File: src/rtl/iq_fir_pkg.sv
// Shared defaults and types for the multiplexed I/Q interpolating FIR.
// Assumes the filter spans two input samples: TAPS = 2 * UPS.
package iq_fir_pkg;
    localparam int DEF_CW  = 12;  // tap width
    localparam int DEF_UPS = 4;   // interpolation factor

    typedef enum logic {
        CH_I = 1'b0,
        CH_Q = 1'b1
    } chan_t;
endpackage

File: src/rtl/fir_coef_ram.sv
// Tap memory: one write port sharing port A's address and two registered
// read ports. The lower half holds the taps. The upper half is never
// written and stays zero, and it serves stuffed-zero positions.
// Assumes the caller never writes the upper half.
module fir_coef_ram #(
    parameter int CW  = 12,
    parameter int RAW = 4
) (
    input  logic          clk,
    input  logic          rst_n,
    input  logic          we,
    input  logic [RAW-1:0] addr_a,
    input  logic [CW-1:0] wdata,
    input  logic [RAW-1:0] addr_b,
    output logic [CW-1:0] rdata_a,
    output logic [CW-1:0] rdata_b
);
    localparam int DEPTH = 1 << RAW;

    logic [CW-1:0] mem [DEPTH];

    // Storage: cleared by reset, written by the host through port A.
    always_ff @(posedge clk) begin
        if (!rst_n) begin
            for (int i = 0; i < DEPTH; i++) mem[i] <= '0;
        end else if (we) begin
            mem[addr_a] <= wdata;
        end
    end

    // Synchronous reads on both ports.
    always_ff @(posedge clk) begin
        if (!rst_n) begin
            rdata_a <= '0;
            rdata_b <= '0;
        end else begin
            rdata_a <= mem[addr_a];
            rdata_b <= mem[addr_b];
        end
    end
endmodule

File: src/rtl/fir_seq.sv
// Sequencer: holds the two-deep chip delay lines per channel and walks
// phases 0..UPS-1, each phase for I and then for Q, issuing one tap pair
// per cycle. Port A reads tap k = step and port B reads tap k = step+UPS.
// A tap is real only when step equals the phase and its delay position is
// filled; otherwise the zero half is addressed.
module fir_seq
    import iq_fir_pkg::*;
#(
    parameter int UPS = 4,
    localparam int UW  = $clog2(UPS),
    localparam int RAW = UW + 2
) (
    input  logic           clk,
    input  logic           rst_n,
    input  logic           prog_en,
    input  logic           in_valid,
    input  logic           chip_i,
    input  logic           chip_q,
    output logic           in_ready,
    output logic           busy,
    output logic [RAW-1:0] addr_a,
    output logic [RAW-1:0] addr_b,
    output logic           neg_a,
    output logic           neg_b,
    output logic           iss_vld,
    output logic           iss_first,
    output logic           iss_last,
    output logic           iss_chan
);
    logic [UW-1:0] phase, step;
    chan_t         chan;
    logic          prog_d;
    logic [1:0]    dl_i, dl_q, dl_v;   // index 0 is the newest chip
    logic          accept, hit, chip_new, chip_old;

    assign in_ready = !busy && !prog_en && !prog_d;
    assign accept   = in_valid && in_ready;

    // State: delay lines, clear on leaving program mode, phase walk.
    always_ff @(posedge clk) begin
        if (!rst_n) begin
            busy   <= 1'b0;
            phase  <= '0;
            step   <= '0;
            chan   <= CH_I;
            prog_d <= 1'b0;
            dl_i   <= '0;
            dl_q   <= '0;
            dl_v   <= '0;
        end else begin
            prog_d <= prog_en;
            if (accept) begin
                dl_i  <= {dl_i[0], chip_i};
                dl_q  <= {dl_q[0], chip_q};
                dl_v  <= {dl_v[0], 1'b1};
                busy  <= 1'b1;
                phase <= '0;
                step  <= '0;
                chan  <= CH_I;
            end else begin
                if (prog_d && !prog_en) dl_v <= '0;
                if (busy) begin
                    if (step == UW'(UPS - 1)) begin
                        step <= '0;
                        chan <= (chan == CH_I) ? CH_Q : CH_I;
                        if (chan == CH_Q) begin
                            if (phase == UW'(UPS - 1)) busy <= 1'b0;
                            else phase <= phase + 1'b1;
                        end
                    end else begin
                        step <= step + 1'b1;
                    end
                end
            end
        end
    end

    // Read request for the current step.
    always_comb begin
        hit       = busy && (step == phase);
        chip_new  = (chan == CH_Q) ? dl_q[0] : dl_i[0];
        chip_old  = (chan == CH_Q) ? dl_q[1] : dl_i[1];
        addr_a    = {~(hit && dl_v[0]), 1'b0, step};
        addr_b    = {~(hit && dl_v[1]), 1'b1, step};
        neg_a     = !chip_new;
        neg_b     = !chip_old;
        iss_vld   = busy;
        iss_first = (step == '0);
        iss_last  = (step == UW'(UPS - 1));
        iss_chan  = chan;
    end
endmodule

File: src/rtl/fir_acc.sv
// Operand accumulator: adds or subtracts one tap per valid cycle, restarts
// on 'first', and loads its pipeline register with the total on 'last'.
// Assumes OW is wide enough for the operands summed in one pass.
module fir_acc #(
    parameter int IW = 12,
    parameter int OW = 14
) (
    input  logic                 clk,
    input  logic                 rst_n,
    input  logic                 op_vld,
    input  logic                 first,
    input  logic                 last,
    input  logic                 neg,
    input  logic [IW-1:0]        operand,
    output logic signed [OW-1:0] psum
);
    logic signed [OW-1:0] ext, term, acc, acc_next;

    // Signed extension, conditional negation and running sum.
    always_comb begin
        ext      = {{(OW-IW){operand[IW-1]}}, operand};
        term     = neg ? -ext : ext;
        acc_next = (first ? '0 : acc) + term;
    end

    // Running sum and the pipeline register behind it.
    always_ff @(posedge clk) begin
        if (!rst_n) begin
            acc  <= '0;
            psum <= '0;
        end else if (op_vld) begin
            acc <= acc_next;
            if (last) psum <= acc_next;
        end
    end
endmodule

File: src/rtl/iq_interp_fir.sv
// Top: interpolate-by-UPS lowpass FIR shared by I and Q. The sequencer
// issues tap reads, the tap memory returns them one cycle later, two
// accumulators sum them, and a final adder joins the partial sums.
// Assumes the host changes taps only while prog_en is high and idle.
module iq_interp_fir
    import iq_fir_pkg::*;
#(
    parameter int CW  = DEF_CW,
    parameter int UPS = DEF_UPS,
    localparam int UW  = $clog2(UPS),
    localparam int RAW = UW + 2,
    localparam int AW  = UW + 1,
    localparam int PW  = CW + UW,
    localparam int OW  = PW + 1
) (
    input  logic          clk,
    input  logic          rst_n,
    input  logic          prog_en,
    input  logic          coef_we,
    input  logic [AW-1:0] coef_addr,
    input  logic [CW-1:0] coef_wdata,
    input  logic          in_valid,
    output logic          in_ready,
    input  logic          in_chip_i,
    input  logic          in_chip_q,
    output logic          out_valid,
    output logic          out_q,
    output logic [OW-1:0] out_data
);
    logic           busy, host_sel, ram_we;
    logic [RAW-1:0] seq_addr_a, seq_addr_b, ram_addr_a;
    logic           iss_vld, iss_first, iss_last, iss_chan;
    logic [1:0]     iss_neg;
    logic [CW-1:0]  rd [2];
    logic           s1_vld, s1_first, s1_last, s1_chan;
    logic [1:0]     s1_neg;
    logic signed [PW-1:0] psum [2];
    logic           p_vld, p_chan;

    fir_seq #(.UPS(UPS)) u_seq (
        .clk(clk), .rst_n(rst_n), .prog_en(prog_en),
        .in_valid(in_valid), .chip_i(in_chip_i), .chip_q(in_chip_q),
        .in_ready(in_ready), .busy(busy),
        .addr_a(seq_addr_a), .addr_b(seq_addr_b),
        .neg_a(iss_neg[0]), .neg_b(iss_neg[1]),
        .iss_vld(iss_vld), .iss_first(iss_first),
        .iss_last(iss_last), .iss_chan(iss_chan)
    );

    // Host owns port A only in program mode with no pass in flight.
    assign host_sel   = prog_en && !busy;
    assign ram_we     = host_sel && coef_we;
    assign ram_addr_a = host_sel ? {1'b0, coef_addr} : seq_addr_a;

    fir_coef_ram #(.CW(CW), .RAW(RAW)) u_ram (
        .clk(clk), .rst_n(rst_n), .we(ram_we),
        .addr_a(ram_addr_a), .wdata(coef_wdata), .addr_b(seq_addr_b),
        .rdata_a(rd[0]), .rdata_b(rd[1])
    );

    // Stage 1: control aligned with the registered memory output.
    always_ff @(posedge clk) begin
        if (!rst_n) begin
            s1_vld   <= 1'b0;
            s1_first <= 1'b0;
            s1_last  <= 1'b0;
            s1_chan  <= 1'b0;
            s1_neg   <= '0;
        end else begin
            s1_vld   <= iss_vld;
            s1_first <= iss_first;
            s1_last  <= iss_last;
            s1_chan  <= iss_chan;
            s1_neg   <= iss_neg;
        end
    end

    for (genvar g = 0; g < 2; g++) begin : g_acc
        fir_acc #(.IW(CW), .OW(PW)) u_acc (
            .clk(clk), .rst_n(rst_n), .op_vld(s1_vld),
            .first(s1_first), .last(s1_last), .neg(s1_neg[g]),
            .operand(rd[g]), .psum(psum[g])
        );
    end

    // Stage 2: marks when the accumulator pipeline registers hold a result.
    always_ff @(posedge clk) begin
        if (!rst_n) begin
            p_vld  <= 1'b0;
            p_chan <= 1'b0;
        end else begin
            p_vld  <= s1_vld && s1_last;
            if (s1_vld && s1_last) p_chan <= s1_chan;
        end
    end

    // Stage 3: final sum, one bit wider than the partial sums.
    always_ff @(posedge clk) begin
        if (!rst_n) begin
            out_valid <= 1'b0;
            out_q     <= 1'b0;
            out_data  <= '0;
        end else begin
            out_valid <= p_vld;
            if (p_vld) begin
                out_q    <= p_chan;
                out_data <= {psum[0][PW-1], psum[0]} + {psum[1][PW-1], psum[1]};
            end
        end
    end
endmodule

File: config.mk
export PLATFORM = sky130hd
export DESIGN_NAME = iq_interp_fir
export DESIGN_NICKNAME = d
export VERILOG_FILES = /design/src/rtl/iq_fir_pkg.sv /design/src/rtl/fir_coef_ram.sv /design/src/rtl/fir_seq.sv /design/src/rtl/fir_acc.sv /design/src/rtl/iq_interp_fir.sv
export SDC_FILE = /design/constraint.sdc
export NUM_CORES = 1
export LEC_CHECK = 0
export CAP_MARGIN = 15
export CORE_ASPECT_RATIO = 2
export CORE_MARGIN = 1
export CORE_UTILIZATION = 60
export CTS_CLUSTER_SIZE = 40
export DETAILED_ROUTE_END_ITERATION = 8
export GPL_TIMING_DRIVEN = 0
export PLACE_DENSITY_LB_ADDON = 0.3
export SLEW_MARGIN = 20
export SYNTH_ARGS = -nofsm -noshare
export SYNTH_HDL_FRONTEND = slang
export SYNTH_SLANG_ARGS = --single-unit
File: constraint.sdc
create_clock -name clk -period 4.38 [get_ports clk]
set_input_delay 0.876 -clock clk [delete_from_list [all_inputs] [get_ports clk]]
set_output_delay 0.876 -clock clk [all_outputs]
set_load 0.05 [all_outputs]
==> results.yml <==
run_status:
  status: "complete, no violations"
die:
  row_count: 81
  die_height_um: 225.1
  ioPinCount: 40
  start_util: 0.6115
  design.core.area_um2: 24420
  die_area_um2: 25570
  die_x_um: 113.6
clocking:
  cts_tree: "built"
  cts-root-buf: "clkbuf_16"
  clock-sinks: 310
  cts_hold_buffers: 0
  postCtsSetupRepairBufs: 0
  cts-resized-gates: 0
  clockBufferDepth: 3
  cts.htree.levels: 1
  clk_pin_slew_worst_paths_ns: 0.07
  cts_buffers: 27
  clk_latency_ns: 0.56
global_routing:
  grt_use_total: 0.3287
  antenna_found_initial: 1
  grt_overflow: 0
  grt_pass1_wl_um: 61520
  first_global_vias: 11165
  grt_start_max_net_pins: 22
cells_and_area:
  final_util: 0.6945
  layout.nets: 1531
  antenna_cells: 0
  synthToLayoutAreaGrowth_pct: 13.57
  final_layout_size_suffix_gt1_frac: 0.05747
routing:
  wl_per_cell_um: 22.44
  vias: 10930
  wl_um: 40650
  drc: 0
  drt_iter0_drc: 754
  dr.pass1.iters: 6
  ant_nets: 0
  viasPerCell: 6.035
sta:
  rsz0062_at_grt: "no"
  drv_slew: 0
  fin_crit_sh: 0.8997
  fin_skew_ns: 0.01136
  setup_viol: 0
  relSlewSlack: 0.2971
  setup_tns_ns: 0
  min_period_ns: 3.941
  tightest_slew_ns: 1.048
  finalHoldViolCount: 0
  hold_slack_ns: 0.4533
  clock.fmax_ghz: 0.2538
worst_hold_path:
  hp-class: "reg2reg"
  worstHoldStart: "u_seq.dl_i[1]$_SDFFE_PN0P_"
synth:
  postSynthCellCount: 1297
  synthTopCellsByArea: "edfxtp_1, dfxtp_1, ha_1"
  synth_edf_count: 192
  seq_area_frac_synth: 0.5441
  synth-main-ff-cell: "edfxtp_1"
  yosys_warnings: 0
  yosysTopAreaCell: "edfxtp_1"
  synth_top_area_share: 0.3860
  ys_seq_elements: 310
  synthTopCellsByCount: "edfxtp_1, dfxtp_1, nor2_1"
  synth_cell_types: 68
  syn_area_per_cell_um2: 11.52
  ys_async_sr_fraction: 0
  yosysMostFrequentCell: "edfxtp_1"
  synth_area_um2: 14940
setup_path:
  critPathCaptureType: "output pin"
  path_class: "in2out"
  critical_path_arrival_ns: 3.06
  cp_max_fo: 7
  rr_startpoint: "s1_first$_SDFF_PN0_"
  r2r_setup_slack_ns: 0.54
  start_kind: "input pin"
  cp.required_ns: 3.50
  setup.worst_path.start: "prog_en"
power:
  p_leak_nw: 6.514
  peakVddDrop_mv: 0.3667
  fin_total_pwr_mw: 6.563
  powerDensity_nw_per_um2: 386.9
placed_design:
  dp_hpwl_um: 30970
  finalWeightedCongestion: 0.9758
  port_buffers: 38
flow_run:
  cap_violations: 0
-- sequential cells by signal, indices dropped and copies added (netlist names), 2 cells and up --
signal            count
u_seq.dl_q            2
u_seq.dl_i            2
g_acc.u_acc.psum     28
u_ram.mem           192
u_seq.dl_v            2
u_seq.phase           2
u_seq.step            2
u_ram.rdata_b        12
out_data             15
g_acc.u_acc.acc      28
u_ram.rdata_a        12
s1_neg                2
-- final cells by class --
class	instances	area [um^2]
Tap cell	332	415.4
Clock inverter	14	146.4
Fill cell	1882	7461
Clock buffer	35	726.9
Sequential cell	310	8128
Inverter	24	90.09
Buffer	77	335.3
Timing Repair Buffer	38	380.4
Multi-Input combinational cell	981	6741
-- worst max-delay path: stages --
cell,delay [ns]
clkdlybuf4s50_1,0.52
nor3_1,0.72
clkdlybuf4s50_1,0.94
-- routing by layer --
metal	wire length (um)	global-route usage
met1	12930	0.3050
met3	1910	0.04357
met4	3589	0.2687
met5	13	0
met2	22210	0.6225
-- kinds of logic (layout without fill, tap and decap cells) --
group | Yosys count | in the layout | share of synthesized area
AOI/OAI and AO/OA | 287 | 287 | 0.1319
xor gates and xnor gates | 50 | 50 | 0.03058
adders and majority gates | 50 | 50 | 0.04339
buffers and inverters | 101 | 188 | 0.02840
DFF | 310 | 310 | 0.5441
muxes | 67 | 67 | 0.06777
other | 1 | 96 | 0.0002511
and+or+nand+nor | 431 | 431 | 0.1535
-- path summary, 6_finish.rpt --
path                                              end  depth (start not counted)
setup / recovery                             in_ready                          3
hold / removal             u_seq.dl_i[1]$_SDFFE_PN0P_                          2
setup reg to reg  g_acc[1].u_acc.acc[12]$_SDFFE_PN0P_                         10
hold reg to reg            u_seq.dl_i[1]$_SDFFE_PN0P_                          2
-- layout by cell type, fill, tap and decap left out, drive strengths merged, types with 6 or more instances in the layout --
cell / netlist / layout
a21oi: 78 / 78
nor3: 7 / 7
o211ai: 15 / 15
nor4: 6 / 6
conb: 1 / 96
mux2i: 41 / 41
and2: 56 / 56
clkinv: 1 / 10
clkdlybuf4s50: 0 / 38
buf: 23 / 23
ha: 47 / 47
nand3: 42 / 42
and3: 50 / 50
nand2: 73 / 73
nor2b: 45 / 45
clkbuf: 54 / 89
dfxtp: 118 / 118
o21ai: 37 / 37
o311ai: 12 / 12
xor2: 9 / 9
nand3b: 6 / 6
mux4: 24 / 24
o21a: 6 / 6
xnor2: 41 / 41
a211oi: 23 / 23
inv: 23 / 24
a31oi: 8 / 8
nor2: 85 / 85
a21o: 15 / 15
or3: 20 / 20
o31a: 12 / 12
nand2b: 17 / 17
a22oi: 48 / 48
o31ai: 7 / 7
a311o: 7 / 7
edfxtp: 192 / 192
-- per-stage QoR --
step	area, um^2	cells	worst slack [ns]
2_1_floorplan	15290	1392	1.261
3_3_place_gp	16090	1762	0.1732
3_5_place_dp	16090	1762	0.1078
4_1_cts	16960	1811	0.4861
5_1_grt	16960	1811	0.3727
6_report	16960	1811	0.4394
-- report_power, final --
part	internal, mW	switching (mW)
Clock	1.35	1.06
Combinational	0.293	0.535
Sequential	3.25	0.0745
Note: power is estimated with default switching activity, not from simulation.
